[src/rtl/snoop_pkg.sv]
package snoop_pkg;
  typedef enum logic [1:0] {
    PK_NONE = 2'd0,
    PK_RD   = 2'd1,
    PK_WR   = 2'd2,
    PK_ACK  = 2'd3
  } pkt_kind_e;

  typedef enum logic [1:0] {
    ST_IDLE = 2'd0,
    ST_WAIT = 2'd1,
    ST_ACK  = 2'd2
  } bus_st_e;
endpackage

[src/rtl/snoop_rr_pick.sv]
module snoop_rr_pick #(
  parameter int N  = 4,
  parameter int SW = $clog2(N)
) (
  input  logic [N-1:0]  req,
  input  logic [SW-1:0] last,
  output logic          any,
  output logic [SW-1:0] idx
);
  // Scan from farthest to nearest so the nearest requester after last wins.
  always_comb begin
    any = 1'b0;
    idx = '0;
    for (int i = N; i >= 1; i--) begin
      if (req[(int'(last) + i) % N]) begin
        any = 1'b1;
        idx = SW'((int'(last) + i) % N);
      end
    end
  end
endmodule

[src/rtl/snoop_mem.sv]
module snoop_mem #(
  parameter int WORDS  = 16,
  parameter int DATA_W = 16,
  parameter int AW     = $clog2(WORDS)
) (
  input  logic              clk,
  input  logic              rst_n,
  input  logic              we,
  input  logic [AW-1:0]     waddr,
  input  logic [DATA_W-1:0] wdata,
  input  logic [AW-1:0]     raddr,
  output logic [DATA_W-1:0] rdata
);
  logic [DATA_W-1:0] mem_q [WORDS];

  always_ff @(posedge clk or negedge rst_n) begin
    if (!rst_n) begin
      for (int i = 0; i < WORDS; i++) mem_q[i] <= '0;
    end else if (we) begin
      mem_q[waddr] <= wdata;
    end
  end

  assign rdata = mem_q[raddr];
endmodule

[src/rtl/snoop_bus.sv]
module snoop_bus
  import snoop_pkg::*;
#(
  parameter int NODES     = 4,
  parameter int MEM_WORDS = 16,
  parameter int DATA_W    = 16,
  parameter int ACK_LAT   = 3
) (
  input  logic                                clk,
  input  logic                                rst_n,
  input  logic [NODES-1:0]                    req_valid,
  input  logic [2*NODES-1:0]                  req_type,
  input  logic [NODES*$clog2(MEM_WORDS)-1:0]  req_addr,
  input  logic [NODES*DATA_W-1:0]             req_data,
  input  logic [$clog2(NODES+1)-1:0]          done_count,
  output logic [NODES-1:0]                    grant,
  output logic                                bus_valid,
  output logic [1:0]                          bus_type,
  output logic [$clog2(MEM_WORDS)-1:0]        bus_addr,
  output logic [DATA_W-1:0]                   bus_data,
  output logic [$clog2(NODES)-1:0]            bus_src,
  output logic                                run_stop
);
  localparam int AW  = $clog2(MEM_WORDS);
  localparam int SW  = $clog2(NODES);
  localparam int DCW = $clog2(NODES + 1);
  localparam int CW  = $clog2(ACK_LAT + 1);

  bus_st_e           st_q, st_d;
  logic [CW-1:0]     cnt_q, cnt_d;
  logic [SW-1:0]     last_q, last_d, src_q, src_d;
  pkt_kind_e         kind_q, kind_d, bt_q, bt_d;
  logic [AW-1:0]     addr_q, addr_d;
  logic [DATA_W-1:0] data_q, data_d;
  logic              bv_q, bv_d, stop_q, stop_d;

  logic              pick_any;
  logic [SW-1:0]     pick_idx;
  logic              mem_we;
  logic [DATA_W-1:0] mem_rdata;

  snoop_rr_pick #(.N(NODES), .SW(SW)) i_pick (
    .req  (req_valid),
    .last (last_q),
    .any  (pick_any),
    .idx  (pick_idx)
  );

  snoop_mem #(.WORDS(MEM_WORDS), .DATA_W(DATA_W), .AW(AW)) i_mem (
    .clk   (clk),
    .rst_n (rst_n),
    .we    (mem_we),
    .waddr (addr_d),
    .wdata (data_d),
    .raddr (addr_q),
    .rdata (mem_rdata)
  );

  always_comb begin
    st_d   = st_q;
    cnt_d  = cnt_q;
    last_d = last_q;
    src_d  = src_q;
    kind_d = kind_q;
    addr_d = addr_q;
    data_d = data_q;
    bv_d   = 1'b0;
    bt_d   = PK_NONE;
    mem_we = 1'b0;
    stop_d = stop_q | (done_count == DCW'(NODES));
    unique case (st_q)
      ST_IDLE: begin
        if (pick_any && !stop_q) begin
          st_d   = ST_WAIT;
          src_d  = pick_idx;
          last_d = pick_idx;
          kind_d = pkt_kind_e'(req_type[int'(pick_idx)*2 +: 2]);
          addr_d = req_addr[int'(pick_idx)*AW +: AW];
          data_d = req_data[int'(pick_idx)*DATA_W +: DATA_W];
          cnt_d  = CW'(ACK_LAT - 1);
          bv_d   = 1'b1;
          bt_d   = kind_d;
          mem_we = (kind_d == PK_WR);
        end
      end
      ST_WAIT: begin
        if (cnt_q == '0) begin
          st_d = ST_ACK;
          bv_d = 1'b1;
          bt_d = PK_ACK;
          if (kind_q == PK_RD) data_d = mem_rdata;
        end else begin
          cnt_d = cnt_q - 1'b1;
        end
      end
      ST_ACK:  st_d = ST_IDLE;
      default: st_d = ST_IDLE;
    endcase
  end

  always_ff @(posedge clk or negedge rst_n) begin
    if (!rst_n) begin
      st_q   <= ST_IDLE;
      cnt_q  <= '0;
      last_q <= SW'(NODES - 1);
      src_q  <= '0;
      kind_q <= PK_NONE;
      addr_q <= '0;
      data_q <= '0;
      bv_q   <= 1'b0;
      bt_q   <= PK_NONE;
      stop_q <= 1'b0;
    end else begin
      st_q   <= st_d;
      cnt_q  <= cnt_d;
      last_q <= last_d;
      src_q  <= src_d;
      kind_q <= kind_d;
      addr_q <= addr_d;
      data_q <= data_d;
      bv_q   <= bv_d;
      bt_q   <= bt_d;
      stop_q <= stop_d;
    end
  end

  assign grant     = (st_q != ST_IDLE) ? (NODES'(1) << src_q) : '0;
  assign bus_valid = bv_q;
  assign bus_type  = bt_q;
  assign bus_addr  = addr_q;
  assign bus_data  = data_q;
  assign bus_src   = src_q;
  assign run_stop  = stop_q;


  one_grant_chk: assert property (@(posedge clk) disable iff (!rst_n)
    $onehot0(grant));

  grant_hold_chk: assert property (@(posedge clk) disable iff (!rst_n)
    (grant != '0 && !(bus_valid && bus_type == PK_ACK)) |=> $stable(grant));

  grant_release_chk: assert property (@(posedge clk) disable iff (!rst_n)
    (bus_valid && bus_type == PK_ACK) |=> grant == '0);

  bus_owner_chk: assert property (@(posedge clk) disable iff (!rst_n)
    bus_valid |-> grant != '0);

  ack_src_chk: assert property (@(posedge clk) disable iff (!rst_n)
    (bus_valid && bus_type == PK_ACK) |-> grant[bus_src]);

  stop_sticky_chk: assert property (@(posedge clk) disable iff (!rst_n)
    run_stop |=> run_stop);

  stop_nogrant_chk: assert property (@(posedge clk) disable iff (!rst_n)
    (run_stop && grant == '0) |=> grant == '0);
endmodule

[config.mk]
export PLATFORM = sky130hd
export DESIGN_NAME = snoop_bus
export DESIGN_NICKNAME = d
export VERILOG_FILES = /design/src/rtl/snoop_pkg.sv /design/src/rtl/snoop_rr_pick.sv /design/src/rtl/snoop_mem.sv /design/src/rtl/snoop_bus.sv
export SDC_FILE = /design/constraint.sdc
export NUM_CORES = 1
export LEC_CHECK = 0
export BUFFER_PORTS_ARGS = -buffer_cell sky130_fd_sc_hd__buf_2
export CAP_MARGIN = 0
export CORE_MARGIN = 1.5
export CORE_UTILIZATION = 25
export CTS_BUF_LIST = sky130_fd_sc_hd__clkbuf_2
export DETAILED_ROUTE_END_ITERATION = 6
export PLACE_DENSITY = 0.4
export SYNTH_ARGS = -nofsm -noshare
export SYNTH_HDL_FRONTEND = slang
export SYNTH_SLANG_ARGS = --single-unit
[constraint.sdc]
create_clock -name clk -period 3.44 [get_ports clk]
set_input_delay 0.172 -clock clk [delete_from_list [all_inputs] [get_ports clk]]
set_output_delay 0.172 -clock clk [all_outputs]
set_load 0.01 [all_outputs]
==> impl_metrics.yaml, run 1 <==
routing:
  avgViaCountPerCell: 4.69
  routed-via-count: 9092
  detail_route.wirelength_mm: 41.1
  number_of_violations_reported_at_the_end_of_detailed_routing_iteration_0: 388
  routed_wire_length_per_instance_um: 21.2
  top_layer_used: "met4"
  met3WireLength_mm: 2.09
  dr.pass1.iters: 4
  route.met2.wl_mm: 18.1
  detail_route.wirelength.met1_mm: 20.1
  drcViolationCount: 0
  ant_nets: 0
die:
  die-area_um2: 56200
  top_level_port_count: 127
  dieHeight_um: 237
  starting_density_of_the_core_pct: 25.3
  floorplan.rows: 85
  dieWidth_um: 237
  core_area_um2: 54000
logic_synthesis:
  syn-num-nets: 1004
  synth.top_cell.area_share_pct: 52.6
  postSynthRegisterBits: 290
  syn-cell-area_um2: 13700
  synth_enable_flop_cells: 0
  synth_top_cells_by_count: "288 x dfrtp_1, 256 x mux2_2, 80 x mux4_2"
  sequential_cell_area_fraction_in_the_yosys_report_pct: 53.0
  synth_cells: 906
  yosysTopAreaCell: "dfrtp_1"
  synth_top_flop_cell: "dfrtp_1"
  ys_async_sr_fraction_pct: 100
  postSynthAreaPerCell_um2: 15.1
  synth_warnings: 0
  synthTopCellsByArea: "dfrtp_1 53%, mux2_2 21%, mux4_2 13%"
  synth_most_common_cell: "dfrtp_1"
  yosysUniqueCellTypes: 50
cts:
  cts_tree: "built"
  h-tree-depth: 3
  clk_root_buffer_cell: "clkbuf_2"
  tritoncts.num_buffers: 85
  clock_sink_count: 290
  cts.path.max_buffers: 3
  clk_pin_slew_ps: 110
  clk_latency_ps: 940
worst_setup_path:
  path_max_fanout: 16
  cp-start-kind: "register"
  timing.critical_path.cells: "a21boi_0 -> o21ba_2 -> a311oi_1 -> a32oi_1 -> dlygate4sd3_1 -> buf_4 -> nor4_4 -> and2_1 -> buf_12 -> mux2_2"
  worst_path_largest_cell_delay_ps: 610
  timing_worst_setup_path_type: "register to register"
  worst_setup_path_start: "last_q[1]"
  timing.critical_path.slowest_stage_cell: "dfstp_2"
  worst_ep_arrival_time_ps: 4090
  setup.worst_path.end_class: "register"
  worstPathRequired_ps: 4240
  r2r_start: "last_q[1]"
final_layout:
  multiInputGateArea_um2: 6190
  layout.filler_cells: 5455
  syn_to_final_growth_pct: 25.6
  final_cell_count_no_fill: 1939
  drive_above_1_share_pct: 55.4
  regArea_um2: 7260
  design.final.nets: 1283
global_route:
  wire_length_of_the_first_global_routing_pass_mm: 62.1
  grt_start_max_net_pins: 78
  grt_pass1_vias: 9547
  gr-total-overflow: 0
  grtUsageTotal_pct: 15.0
  grt_antenna_before_repair: 1
flow_run:
  max_capacitance_violation_count: 0
sta:
  report.final.slew_viol_count: 0
  post-route-min-period_ps: 3290
  final-setup-viol-count: 0
  final_critical_path_setup_slack_ps: 145
  fmaxAchievable_ghz: 0.304
  number_of_hold_slack_violations_in_the_final_timing_report: 0
  max_slew.worst_pin.slew_ps: 1120
  setup_repair_after_global_routing_missed_its_margin: "false"
  total_negative_slack_ps: 0
  period_share_pct: 95.8
  max-slew-margin-rel_pct: 24.7
  fin_skew_ps: 65.1
worst_hold_path:
  worst_hold_path_type: "input port to register"
  worst_hold_start: "req_data[38]"
pwr:
  cellLeakagePower_uw: 0.00834
  power.density_cell_area_nw_per_um2: 592
  vdd.ir_drop.worst_mv: 0.256
  report.power.total_uw: 10200
place:
  dp_hpwl_mm: 24.3
  io_buffer_count: 126
  placedCellCount: 1712
  global_placement_routability_congestion: 0.777
  dp_slack_ps: 166
outcome:
  outcome: "complete, no violations"
-- cell families (layout without fill, tap and decap cells) --
family / count (synthesis) / in the layout / synth area share (%)
AO/OA/AOI/OAI: 69 / 69 / 3.66
flip-flops: 290 / 290 / 53.0
adder cells (fa/ha/maj): 1 / 1 / 0.0914
multiplexers: 374 / 374 / 37.0
other: 0 / 1 / 0
buffers and inverters: 74 / 410 / 2.35
AND/OR/NAND/NOR: 98 / 98 / 3.89
-- cell type report --
cell class                 instances  share of cell area (%)
inverter                           7                   0.153
antenna                            1                  0.0146
clock inverter                    18                   0.895
tap                              696                    5.06
timing repair buffer             259                    11.9
sequential                       290                    42.3
clock buffer                     126                    3.67
multi-input combinational        542                    36.0
-- cells in the final DEF (no fill, tap or decap), drive strengths merged, types with 9 or more instances in the layout --
cell type	Yosys	routed
o21ai	25	25
buf	35	180
clkbuf	32	126
a221oi	16	16
nor2	37	37
nand2	25	25
dlygate4sd3	0	79
nor3	9	9
clkinv	0	12
mux2i	38	38
mux2	256	256
mux4	80	80
dfrtp	288	288
-- critical path: cells and delay by family (launching register included) --
kind                   cells  cell delay, ps
multiplexers               1             350
AND/OR/NAND/NOR            2             440
flip-flops                 1             610
buffers and inverters      3             950
AO/OA/AOI/OAI              4             830
-- routing by layer --
layer / track usage [%] / vias up
met5: 0 / -
met4: 4.35 / 0
met3: 3.21 / 68
met2: 22.1 / 259
met1: 22.0 / 4727
li1: - / 4038
-- sequential cells by signal, summed over array words and instances (netlist names) --
register,flops
run_stop,1
i_mem.mem_q,256
bus_valid,1
bus_type,2
kind_q,2
st_q,2
bus_addr,4
bus_data,16
last_q,2
bus_src,2
cnt_q,2
-- through the flow --
stage / hold slack, ps / instance area [um^2] / util, %
after floorplan: -124 / 13700 / -
after global placement: 248 / 15500 / 28.7
after detailed placement: 249 / 15500 / 28.7
after CTS: 7.04 / 17000 / 31.4
after global routing: 0.438 / 17200 / 31.8
final: 16.8 / 17200 / 31.8
-- power breakdown --
part	leakage, uW	total, uW	switching [uW]	internal [uW]
Combinational	0.00377	3360	1860	1490
Clock	0.000589	2690	1500	1190
Sequential	0.00398	4140	285	3850
Total	0.00834	10200	3650	6530
-- repair_timing --
item                                    CTS  global route
buffers inserted                          0             2
gates resized for setup                   0            17
hold endpoints to repair                368            82
endpoints found under the setup margin    0           215
hold buffers                             64            16
-- final timing paths --
kind | to | cells after the start | slack [ps]
setup / recovery | i_mem.mem_q[223] | 10 | 150
hold / removal | i_mem.mem_q[150] | 6 | 20
setup reg to reg | i_mem.mem_q[223] | 10 | 150
hold reg to reg | kind_q[0] | 2 | 490
max in group asynchronous | i_mem.mem_q[120] | 4 | 2470
min in group asynchronous | last_q[1] | 3 | 440
(Power assumes the default switching activity.)
==> run 2: changes to the inputs <==
- BUFFER_PORTS_ARGS: -buffer_cell sky130_fd_sc_hd__buf_2 -> default
- DONT_BUFFER_PORTS: default -> 1
- MAX_ROUTING_LAYER: default -> met4
- PLACE_DENSITY: 0.4 -> 0.38
==> impl_metrics.yaml, run 2 (synthesis gave the netlist of run 1 again) <==
final_layout:
  largest_reg_flops: 256
  design.final.nets: 1175
  leading_cell_type_in_the_layout_fill_and_taps_excluded: "dfrtp_1"
  final_core_area_utilization_pct: 30.8
  final_cell_count_no_fill: 1835
  syn_to_final_growth_pct: 21.7
  mostFrequentLayoutCells: "285 x dfrtp_1, 256 x mux2_2, 126 x clkbuf_2, 88 x dlygate4sd3_1, 80 x mux4_2"
  drive_above_1_share_pct: 49.7
  regMostFlops: "i_mem.mem_q"
sta:
  final-setup-viol-count: 0
  max_slew.worst_pin.slew_ps: 1080
  setup_repair_after_global_routing_missed_its_margin: "true"
  fin_hold_ws_ps: -1100
  report.final.slew_viol_count: 0
  fmaxAchievable_ghz: 0.306
  period_share_pct: 95.0
  max-slew-margin-rel_pct: 27.8
  post-route-min-period_ps: 3270
  fin_skew_ps: 88.9
  number_of_hold_slack_violations_in_the_final_timing_report: 290
cts:
  h-tree-depth: 3
  cts_tree: "built"
  clk_pin_slew_ps: 110
  cts.path.max_buffers: 3
  clk_root_buffer_cell: "clkbuf_2"
  clock_sink_count: 290
  clk_latency_ps: 1010
  tritoncts.num_buffers: 85
routing:
  routed_wire_length_per_instance_um: 22.3
  dr.pass1.iters: 4
  routed-via-count: 8671
  avgViaCountPerCell: 4.73
  detail_route.wirelength_mm: 41.0
  drcViolationCount: 0
  number_of_violations_reported_at_the_end_of_detailed_routing_iteration_0: 370
  ant_nets: 0
pwr:
  p_sw_share_pct: 36.1
  vdd.ir_drop.worst_mv: 0.270
  power.sequential.fraction_pct: 42.9
  switching_power_uw: 3640
  power.density_cell_area_nw_per_um2: 604
  p_clk_share_pct: 26.6
  cellLeakagePower_uw: 0.00788
  comb_power_share_pct: 30.5
  internal_power_uw: 6430
  report.power.total_uw: 10100
worst_setup_path:
  worstPathRequired_ps: 4280
  cp-start-kind: "register"
  setup.worst_path.end_class: "register"
  path_max_fanout: 16
  timing_worst_setup_path_type: "register to register"
  worst_ep_arrival_time_ps: 4110
global_route:
  grt_pass1_vias: 9500
  groute.layer.met2.usage_pct: 23.2
  global_route.usage.met3_pct: 3.46
  grt_busiest_layer: "met2"
  grtUsageTotal_pct: 15.5
  met1_usage_pct: 20.7
  grt_antenna_before_repair: 2
  gr-total-overflow: 0
  grt_start_max_net_pins: 291
  wire_length_of_the_first_global_routing_pass_mm: 62.0
place:
  dp_hpwl_mm: 24.3
  placedCellCount: 1597
  global_placement_routability_congestion: 0.737
  io_buffer_count: 0
die:
  core_area_um2: 54000
  die-area_um2: 56200
  dieHeight_um: 237
  starting_density_of_the_core_pct: 25.3
  dieWidth_um: 237
  floorplan.rows: 85
  top_level_port_count: 127
outcome:
  failed_checks: "negative hold slack"
  outcome: "finished with violations"
worst_hold_path:
  worst_hold_path_type: "input port to async pin"
flow_run:
  max_capacitance_violation_count: 0
[run 2: cell count changes in the layout (fill, tap and decap cells not counted), moves of 3 or more]
cell	before	now
buf_2	125	0
buf_4	36	45
clkinv_1	12	15
dlygate4sd3_1	79	88
o21ai_1	6	11
o21ai_2	11	6
[run 2: area by class of cell]
type,instances,area (um^2)
fillers,5446,37400
flip-flops and latches,290,7270
multi-input cells,542,6170
repair buffers,151,1550
well taps,696,871
clock buffers,126,631
clock inverters,21,140
inverters,7,26.3
diodes,2,5.00
[run 2: repair_timing]
action / 4_1_cts / 5_1_grt
setup endpoints to repair: 0 / 139
setup buffers: 0 / 1
endpoints found under the hold margin: 506 / 331
hold buffers: 83 / 5
gates resized for setup: 0 / 11
[run 2: through the flow]
| stage | cell area (um^2) | hold slack, ps | setup WS, ps | TNS, ps |
|---|---|---|---|---|
| floorplan | 13700 | -124 | 253 | 0 |
| detailed placement | 15000 | -101 | 165 | 0 |
| global route | 16700 | -1280 | -5.88 | -5.88 |
| CTS | 16600 | -1320 | 20.3 | 0 |
| global placement | 15000 | -102 | 126 | 0 |
| finish | 16700 | -1100 | 171 | 0 |
[run 2: routing by layer]
layer | share of wire, % | vias to the layer above
li1 | - | 3828
met1 | 47 | 4548
met2 | 46 | 219
met3 | 5.2 | 76
met4 | 2.2 | 0
met5 | 0 | -
[run 2: path summary, 6_finish.rpt]
kind | start | to | slack (ps) | cells after the start
worst max-delay path | last_q[1] | i_mem.mem_q[217] | 170 | 10
worst min-delay path | rst_n | bus_data[15] | -1100 | 0
worst max register to register | last_q[1] | i_mem.mem_q[217] | 170 | 10
worst min register to register | kind_q[0] | kind_q[0] | 500 | 2
max in group asynchronous | rst_n | bus_addr[1] | 3700 | 0
min in group clk | req_data[6] | i_mem.mem_q[150] | 110 | 3
[run 2: worst max-delay path, cell delays in order, from the launching register on]
cell	delay, ps
dfstp_2	600
mux2i_1	240
o21ai_1	140
a311oi_1	310
a32oi_1	130
dlygate4sd3_1	590
buf_4	150
nor4_4	230
and2_1	230
buf_12	200
mux2_2	340
[run 2: power by group through the flow]
stage	clock network, uW	logic (uW)	registers [uW]
final	2680	3070	4310
after global routing	3030	3340	4390
after CTS	2830	3080	4330
after detailed placement	0	2850	4400
after global placement	0	2840	4400
after floorplan	0	2020	4150
==> run 3: changes to the inputs <==
- CORE_ASPECT_RATIO: default -> 0.8
==> impl_metrics.yaml, run 3 (synthesis gave the netlist of run 1 again) <==
outcome:
  outcome: "finished with violations"
  failed_checks: "negative hold slack"
sta:
  max-slew-margin-rel_pct: 23.6
  setup_repair_after_global_routing_missed_its_margin: "true"
  total_negative_slack_ps: 0
  report.final.slew_viol_count: 0
  fin_hold_ws_ps: -1070
  post-route-min-period_ps: 3280
  max_slew.worst_pin.slew_ps: 1140
  final-setup-viol-count: 0
  fin_skew_ps: 70.9
  number_of_hold_slack_violations_in_the_final_timing_report: 290
  fmaxAchievable_ghz: 0.305
  final_critical_path_setup_slack_ps: 156
  period_share_pct: 95.5
worst_setup_path:
  worst_setup_path_start: "last_q[1]"
  path_max_fanout: 16
  worst_ep_arrival_time_ps: 4080
  setup.worst_path.end_class: "register"
  worstPathRequired_ps: 4240
  cp-start-kind: "register"
  timing_worst_setup_path_type: "register to register"
  r2r_start: "last_q[1]"
die:
  dieHeight_um: 212
  starting_density_of_the_core_pct: 25.3
  dieWidth_um: 265
  die-area_um2: 56200
  top_level_port_count: 127
  core_area_um2: 54000
  floorplan.rows: 76
pwr:
  vdd.ir_drop.worst_mv: 0.194
  cellLeakagePower_uw: 0.00785
  p_clk_share_pct: 27.5
  internal_power_uw: 6440
  report.power.total_uw: 10000
  p_sw_share_pct: 35.9
  power.sequential.fraction_pct: 42.7
  power.density_cell_area_nw_per_um2: 605
  comb_power_share_pct: 29.8
  switching_power_uw: 3600
cts:
  clk_latency_ps: 980
  tritoncts.num_buffers: 83
  clk_root_buffer_cell: "clkbuf_2"
  h-tree-depth: 3
  cts_tree: "built"
  clock_sink_count: 290
  cts.path.max_buffers: 3
  clk_pin_slew_ps: 90
place:
  io_buffer_count: 0
  dp_slack_ps: 51.5
  placedCellCount: 1598
  global_placement_routability_congestion: 0.779
  dp_hpwl_mm: 24.6
global_route:
  gr-total-overflow: 0
  wire_length_of_the_first_global_routing_pass_mm: 61.5
  grt_pass1_vias: 9228
  grtUsageTotal_pct: 15.4
  grt_antenna_before_repair: 1
  grt_start_max_net_pins: 291
final_layout:
  design.final.nets: 1168
  regMostFlops: "i_mem.mem_q"
  final_cell_count_no_fill: 1836
  leading_cell_type_in_the_layout_fill_and_taps_excluded: "dfrtp_1"
  mostFrequentLayoutCells: "285 x dfrtp_1, 256 x mux2_2, 131 x clkbuf_2, 86 x dlygate4sd3_1, 80 x mux4_2"
  largest_reg_flops: 256
  drive_above_1_share_pct: 50.0
  final_core_area_utilization_pct: 30.7
  syn_to_final_growth_pct: 21.3
routing:
  ant_nets: 0
  routed-via-count: 8577
  dr.pass1.iters: 5
  routed_wire_length_per_instance_um: 22.2
  avgViaCountPerCell: 4.67
  number_of_violations_reported_at_the_end_of_detailed_routing_iteration_0: 327
  drcViolationCount: 0
  detail_route.wirelength_mm: 40.8
worst_hold_path:
  worst_hold_path_type: "input port to async pin"
flow_run:
  max_capacitance_violation_count: 0
[run 3: through the flow]
step / hold slack [ps] / instance area [um^2]
after floorplan: -124 / 13700
after global placement: -117 / 14900
after detailed placement: -117 / 14900
after CTS: -1260 / 16500
after global routing: -1240 / 16600
final: -1070 / 16600
[run 3: worst paths after layout]
check,end,slack [ps],cells after the start
max in group asynchronous,bus_addr[3],3700,0
worst min register to register,kind_q[0],500,2
min in group clk,i_mem.mem_q[129],100,6
worst max-delay path,i_mem.mem_q[211],160,10
worst min-delay path,bus_src[0],-1070,0
worst max register to register,i_mem.mem_q[211],160,10
[run 3: layout make-up]
type,count,area [um^2]
Timing Repair Buffer,145,1450
Tap cell,702,878
Antenna cell,1,2.50
Sequential cell,290,7270
Clock buffer,131,656
Clock inverter,17,144
Multi-Input combinational cell,543,6180
Inverter,7,26.3
Fill cell,5471,37400
[run 3: timing repair]
action,CTS,global route
gates resized for setup,0,12
buffers inserted,0,2
hold endpoints to repair,506,341
hold buffers,81,5
endpoints found under the setup margin,0,164
[run 3: power by group through the flow]
stage          clock, uW  combinational, uW  sequential (uW)
3_5_place_dp           0               2840             4370
5_1_grt             3120               3270             4360
6_report            2760               2990             4290
4_1_cts             2930               3010             4300
2_1_floorplan          0               2020             4150
3_3_place_gp           0               2850             4370
[run 3: worst max-delay path, cell delays in order, from the launching register on]
cell and delay [ps]:
dfstp_2 600, mux2i_1 250, o21ai_1 190, a311oi_1 260, a32oi_1 140, dlygate4sd3_1 600
buf_4 150, nor4_4 200, and2_1 220, buf_12 190, mux2_2 350
[run 3: layer usage]
layer | track usage (%) | wire length [um] | up-vias
li1 | - | - | 3811
met1 | 20.0 | 18900 | 4474
met2 | 23.2 | 18800 | 207
met3 | 4.03 | 2020 | 85
met4 | 5.55 | 1050 | 0
met5 | - | 0 | -
